$ cat src/rtl/lpiso_pkg.sv
package lpiso_pkg;

    localparam int unsigned DEF_WIDTH = 8;

    // Operation applied to the shift register on one clock edge
    typedef enum logic [1:0] {
        SR_HOLD  = 2'd0,
        SR_SHIFT = 2'd1,
        SR_LOAD  = 2'd2,
        SR_CLEAR = 2'd3
    } sr_op_e;

    typedef struct packed {
        sr_op_e op;
        logic   conflict;
    } sr_cmd_t;

    // Clear outranks load, load outranks shift
    function automatic sr_op_e pick_op(input logic load_n,
                                       input logic clear_n,
                                       input logic shf);
        sr_op_e r;
        if (!clear_n)     r = SR_CLEAR;
        else if (!load_n) r = SR_LOAD;
        else if (shf)     r = SR_SHIFT;
        else              r = SR_HOLD;
        return r;
    endfunction

endpackage

$ cat src/rtl/lpiso_capture.sv
module lpiso_capture #(
    parameter int unsigned W = lpiso_pkg::DEF_WIDTH
) (
    input  logic         clk,
    input  logic         rst,
    input  logic         cap,
    input  logic [W-1:0] d,
    output logic [W-1:0] q
);

    always_ff @(posedge clk) begin
        if (rst)      q <= '0;
        else if (cap) q <= d;
    end

    p_capture_r2: assert property (@(posedge clk) disable iff (rst)
        cap |=> (q == $past(d)));

    p_hold_store_r2: assert property (@(posedge clk) disable iff (rst)
        !cap |=> $stable(q));

endmodule

$ cat src/rtl/lpiso_decode.sv
module lpiso_decode (
    input  logic                clk,
    input  logic                rst,
    input  logic                load_n,
    input  logic                clear_n,
    input  logic                shf,
    output lpiso_pkg::sr_cmd_t  cmd,
    output logic                conflict_q
);
    import lpiso_pkg::*;

    always_comb begin
        cmd.op       = pick_op(load_n, clear_n, shf);
        cmd.conflict = ~load_n & ~clear_n;
    end

    always_ff @(posedge clk) begin
        if (rst) conflict_q <= 1'b0;
        else     conflict_q <= cmd.conflict;
    end

    p_flag_r7: assert property (@(posedge clk) disable iff (rst)
        (!load_n && !clear_n) |=> conflict_q);

    p_flag_quiet_r7: assert property (@(posedge clk) disable iff (rst)
        (load_n || clear_n) |=> !conflict_q);

endmodule

$ cat src/rtl/lpiso_shift_core.sv
module lpiso_shift_core #(
    parameter int unsigned W = lpiso_pkg::DEF_WIDTH
) (
    input  logic             clk,
    input  logic             rst,
    input  lpiso_pkg::sr_op_e op,
    input  logic [W-1:0]     ld,
    input  logic             sin,
    output logic [W-1:0]     sr
);
    import lpiso_pkg::*;

    logic [W-1:0] nxt;

    // One next-state selector per stage; stage 0 takes the serial input
    for (genvar i = 0; i < W; i++) begin : g_stage
        logic shift_src;
        if (i == 0) begin : g_entry
            assign shift_src = sin;
        end else begin : g_chain
            assign shift_src = sr[i-1];
        end

        always_comb begin
            case (op)
                SR_CLEAR: nxt[i] = 1'b0;
                SR_LOAD:  nxt[i] = ld[i];
                SR_SHIFT: nxt[i] = shift_src;
                default:  nxt[i] = sr[i];
            endcase
        end
    end

    always_ff @(posedge clk) begin
        if (rst) sr <= '0;
        else     sr <= nxt;
    end

    p_shift_chain_r3: assert property (@(posedge clk) disable iff (rst)
        (op == SR_SHIFT) |=> (sr[W-1:1] == $past(sr[W-2:0])));

    p_shift_entry_r3: assert property (@(posedge clk) disable iff (rst)
        (op == SR_SHIFT) |=> (sr[0] == $past(sin)));

endmodule

$ cat src/rtl/latched_piso.sv
module latched_piso #(
    parameter int unsigned W = lpiso_pkg::DEF_WIDTH
) (
    input  logic         clk,
    input  logic         rst,
    input  logic [W-1:0] par_in,
    input  logic         cap_stb,
    input  logic         shf_stb,
    input  logic         load_n,
    input  logic         clear_n,
    input  logic         ser_in,
    output logic         ser_out,
    output logic         bad_combo
);
    import lpiso_pkg::*;

    localparam int unsigned TOP = W - 1;

    logic [W-1:0] store_q;
    logic [W-1:0] sr_q;
    sr_cmd_t      cmd;

    lpiso_capture #(.W(W)) u_capture (
        .clk (clk),
        .rst (rst),
        .cap (cap_stb),
        .d   (par_in),
        .q   (store_q)
    );

    lpiso_decode u_decode (
        .clk        (clk),
        .rst        (rst),
        .load_n     (load_n),
        .clear_n    (clear_n),
        .shf        (shf_stb),
        .cmd        (cmd),
        .conflict_q (bad_combo)
    );

    lpiso_shift_core #(.W(W)) u_core (
        .clk (clk),
        .rst (rst),
        .op  (cmd.op),
        .ld  (store_q),
        .sin (ser_in),
        .sr  (sr_q)
    );

    assign ser_out = sr_q[TOP];

    p_clear_r5: assert property (@(posedge clk) disable iff (rst)
        !clear_n |=> (sr_q == '0));

    p_load_r4: assert property (@(posedge clk) disable iff (rst)
        (clear_n && !load_n) |=> (sr_q == $past(store_q)));

    p_hold_r6: assert property (@(posedge clk) disable iff (rst)
        (clear_n && load_n && !shf_stb) |=> $stable(sr_q));

    p_out_entry_r9: assert property (@(posedge clk) disable iff (rst)
        (clear_n && load_n && shf_stb) |=> (ser_out == $past(sr_q[TOP-1])));

endmodule

$ cat config.mk
export PLATFORM = sky130hd
export DESIGN_NAME = latched_piso
export DESIGN_NICKNAME = d
export VERILOG_FILES = /design/src/rtl/lpiso_pkg.sv /design/src/rtl/lpiso_capture.sv /design/src/rtl/lpiso_decode.sv /design/src/rtl/lpiso_shift_core.sv /design/src/rtl/latched_piso.sv
export SDC_FILE = /design/constraint.sdc
export NUM_CORES = 1
export LEC_CHECK = 0
export BUFFER_PORTS_ARGS = -buffer_cell sky130_fd_sc_hd__buf_2
export CORE_UTILIZATION = 39
export DETAILED_ROUTE_END_ITERATION = 8
export PLACE_DENSITY = 0.69
export SYNTH_ARGS = -nofsm -noshare
export SYNTH_HDL_FRONTEND = slang
export SYNTH_SLANG_ARGS = --single-unit
$ cat constraint.sdc
create_clock -name clk -period 1.5 [get_ports clk]
set_clock_uncertainty 0.15 [all_clocks]
set_input_delay 0.15 -clock clk [delete_from_list [all_inputs] [get_ports clk]]
set_output_delay 0.15 -clock clk [all_outputs]
set_load 0.01 [all_outputs]
Yosys cells after proc, flatten, opt, wreduce, memory -nomap -nowiden
Index checks and enable logic that the tools add are counted.
- input port bits: 15
- logic and storage cells: 21
- flip-flop bits (word level): 17
- equal/unequal tests: 3
- bitwise gates (word level): 3
- reductions and logical operators: 1
- mux-type cells: 11
- operator list (cell ; number):
    1-bit one-hot mux with 3 select lines ; 8
    2-bit equality test (second input constant) ; 2
    2-bit two-way mux ; 2
    3-bit nonzero test ; 1
    2-bit by 1-bit equality test with 1-bit output (second input constant) ; 1
    1-bit inverter ; 2
    1-bit AND ; 1
    1-bit two-way mux ; 1

Longest topological paths before layout
- word-level depth: 5
- gate-level depth with buffers: 7

Modules after synthesis
From an unflattened synthesis, not the netlist that was laid out.
- cells, all modules: 74
- area total of the unflattened synthesis: 775.7 um^2
- modules (own cells, without submodules) (module ; cells an instance ; times used ; area an instance (um^2)):
    lpiso_shift_core ; 43 ; 1 ; 447.9
    lpiso_capture ; 26 ; 1 ; 285.3
    lpiso_decode ; 5 ; 1 ; 42.5

Worst setup path after synthesis
OpenSTA, ideal clock, no wires.
- path type: input -> register
- start: input shf_stb
- end: register u_core.sr[0]
- stages: 7
- path buffers: 2
- setup time: 0.073 ns
- slack: 0.014 ns
- arrival: 1.263 ns
- data required time: 1.277 ns
- cell sequence: nand2_1 and2_1 ha_1 buf_6 or3_4 buf_6 o22ai_2
- word-level cells in the longest chain between the ends: 5
- ends and longest elaborated chain (element ; RTL line ; source):
    start, declared ; latched_piso.sv:8 ; input logic shf_stb,
    1-bit two-way mux (*) ; lpiso_pkg.sv:25 ; else if (shf) r = SR_SHIFT;
    2-bit two-way mux (*) ; lpiso_pkg.sv:24 ; else if (!load_n) r = SR_LOAD;
    2-bit two-way mux (*) ; lpiso_pkg.sv:23 ; if (!clear_n) r = SR_CLEAR;
    2-bit by 1-bit equality test with 1-bit output or 2-bit equality test (tied branches) ; lpiso_shift_core.sv:25 ; case (op)
    1-bit one-hot mux with 3 select lines or 3-bit nonzero test (tied branches) ; - ;
    end signal, assigned ; lpiso_shift_core.sv:36 ; else sr <= nxt;
    end, declared ; lpiso_shift_core.sv:9 ; output logic [W-1:0] sr
Every way passes the cells marked *; elsewhere a longest branch is shown, timed or not.
A chain may end at the register's enable or synchronous reset.

Worst setup path in the final report
- start: input clear_n
- end: register u_decode.conflict_q
- word-level cells in the longest chain between the ends: 2
- ends and longest elaborated chain (element ; RTL line ; source):
    start, declared ; latched_piso.sv:10 ; input logic clear_n,
    1-bit inverter ; lpiso_decode.sv:14 ; cmd.conflict = ~load_n & ~clear_n;
    1-bit AND ; lpiso_decode.sv:14 ;
    end signal, assigned ; lpiso_decode.sv:19 ; else conflict_q <= cmd.conflict;
    end, declared ; lpiso_decode.sv:8 ; output logic conflict_q
No other way between the ends.

==> qor.csv <==
stage,metric,value,unit
status,status,"finished, final reports clean",
setup_path,cp-start-kind,primary input,
drt,wl_per_cell,11.3,um
clocking,clkSinkCount,17,
job,cap_violations,0,
synth,synth_area_leaders,"dfxtp_1 (45%), o22ai_2 (13%), mux2i_1 (11%)",
clocking,cts.reportedPaths.clkPinSlew,0.10,ns
synth,ys_seq_area_share,44.7,%
placement,dp_hpwl,912,um
setup_path,path_max_fanout,4,
cells_and_area,fin_cells,126,
global_route,grt_pass1_wl,2180,um
synth,synthSimpleGateAreaFrac,12.3,%
placement,placed_cell_area,850,um2
synth,synthesis.nets,92,
clocking,clk_path_buf_depth,2,
die,num_io_pins,17,
clocking,post_cts_buffers,0,
synth,synth-xor-area-share,0,%
synth,synthAdderAreaFrac,4.93,%
drt,ant_nets,0,
synth,yosysTopAreaCell,dfxtp_1,
sta,max_freq,690,MHz
min_path,whs_path_depth,3,
synth,syn_area,761,um2
sta,slew_headroom,80.3,%
cells_and_area,area_growth_syn_to_layout,29.6,%
global_route,grt_overflow,0,
die,die_h,46.2,um
setup_path,r2r_cells,2,
sta,fin_crit_sh,96.6,%
setup_path,crit_type,in -> reg,
clocking,cts_tree,yes,
clocking,htree_levels,1,
drt,drt-pass1-iter-count,4,
power,power,0.836,mW
die,coreArea,0.00178,mm2
power,ir_drop,0.606,mV
clocking,root_buffer,clkbuf_4,
clocking,numCtsBuffers,3,
drt,post_drt_via_cell_ratio,4.80,
die,dieWidth,46.2,um
sta,drv_slew,0,
cells_and_area,layout.nets,120,
clocking,postCtsResizedCells,0,
min_path,holdPathEnd,u_core.sr[0]$_SDFFE_PP0P_,
min_path,hp-start,ser_in,
sta,rsz0062_at_grt,no,
synth,synth_warnings,0,
setup_path,cp.required,1.58,ns
drt,drtIter0Drc,14,
power,power.density,848,mW/mm2
cells_and_area,final_cell_area,986,um2
die,start_util,42.7,%
global_route,grt_max_degree,15,
synth,yosysTopAreaCellShare,44.7,%
placement,routabilityCongestion,0.701,
min_path,min_path_type,in -> reg,
clocking,hold_buffers,11,
synth,ys_seq_elements,17,
sta,period_minus_slack,1.45,ns
setup_path,end_kind,flop,
drt,drcViolationCount,0,
sta,tightest_slew,0.296,ns
synth,yosys.cell_types.count,14,
die,dieArea,0.00213,mm2
drt,num_vias,605,
synth,synth_top_family_by_area,compound AO/OA/AOI/OAI gates,
global_route,antenna_found_initial,0,
setup_path,r2r-end,u_core.sr[7]$_SDFFE_PP0P_,
setup_path,arrival,1.53,ns
sta,hold_violations,0,
cells_and_area,num_antenna_cells,0,
synth,netlist_instances,74,
sta,final-setup-viol-count,0,
setup_path,rrSetupSlack,0.59,ns
cells_and_area,drive_gt1_share,30.7,%
synth,synth-compound-area-share,21.1,%
clocking,clkLatencyLatePin,0.28,ns
placement,portBuffers,16,
global_route,track_usage,14.7,%
sta,tns,0,ns
synth,synth_mux_area_share,10.5,%
power,power.leakage,0.416,nW
synth,post_synth.cell_area_avg,10.3,um2
die,fp-row-count,15,
setup_path,r2r-start,u_core.sr[6]$_SDFFE_PP0P_,
drt,postRouteWirelength,1420,um
global_route,grt_pass1_vias,490,
placement,place_inst,111,
==> metal layers <==
layer	wire length, um	vias to the layer above	part of all wire, %	global-route usage, %
met4	12	0	0.84	3.53
met2	685	17	48	22.8
li1	-	312	-	-
met1	671	274	47	19.0
met5	0	-	0	0
met3	52	2	3.7	5.88
==> sequential cells by signal, indices dropped and copies added, names as in the netlist <==
signal	count
u_capture.q	8
u_core.sr	8
u_decode.conflict_q	1
==> cells by family (layout without fill, tap and decap cells) <==
group / count (synthesis) / count (layout)
fa+ha+maj: 3 / 3
compound gates: 16 / 16
mux: 8 / 8
flops: 17 / 17
buf+inv: 8 / 35
simple gates: 22 / 22
==> worst max path at each step <==
stage / start / endpoint / cells past startpoint
finish: clear_n / u_decode.conflict_q$_SDFF_PP0_ / 4
global route: rst / u_decode.conflict_q$_SDFF_PP0_ / 4
CTS: clear_n / u_decode.conflict_q$_SDFF_PP0_ / 4
detailed placement: load_n / u_core.sr[0]$_SDFFE_PP0P_ / 6
global placement: load_n / u_core.sr[3]$_SDFFE_PP0P_ / 6
floorplan: shf_stb / u_core.sr[0]$_SDFFE_PP0P_ / 7
==> area by class of cell <==
class | count | area [um2]
clock buffers | 4 | 26.3
multi-input cells | 49 | 372
fillers | 162 | 797
flip-flops and latches | 17 | 340
well taps | 25 | 31.3
repair buffers | 30 | 213
inverters | 1 | 3.75
==> power breakdown <==
| group | internal [mW] | switching, mW |
|---|---|---|
| clock network | 0.103 | 0.133 |
| registers | 0.468 | 0.00824 |
| logic | 0.0666 | 0.0582 |
| total | 0.637 | 0.199 |
==> cells in the mapped netlist <==
cell	number
mux2i_1	8
buf_1	2
dfxtp_1	17
or3_4	1
a22oi_1	8
nor3_1	1
and2_1	1
ha_1	3
buf_6	2
inv_1	1
buf_2	3
o22ai_2	8
nor2_1	8
nand2_1	11
==> critical path: stages <==
cell and delay [ns]:
buf_2 0.12, dlygate4sd3_1 0.55, nor3_1 0.16, dlygate4sd3_1 0.55
==> placed cells by master, fill, tap and decap left out, drive strengths merged <==
master | Yosys | final
nand2 | 11 | 11
o22ai | 8 | 8
a22oi | 8 | 8
mux2i | 8 | 8
nor2 | 8 | 8
inv | 1 | 1
dfxtp | 17 | 17
dlygate4sd3 | 0 | 11
and2 | 1 | 1
clkbuf | 0 | 4
buf | 7 | 19
ha | 3 | 3
nor3 | 1 | 1
or3 | 1 | 1
==> per-stage QoR <==
step           util [%]  hold slack [ns]  setup slack (ns)
2_1_floorplan         -           0.0768            0.0140
6_report           55.3           0.0372            0.0508
3_3_place_gp       47.6            0.208           -0.0105
5_1_grt            55.3           0.0127            0.0175
3_5_place_dp       47.6            0.210           -0.0550
4_1_cts            55.3           0.0213            0.0682
No activity file was read; power rests on OpenSTA's default activity.
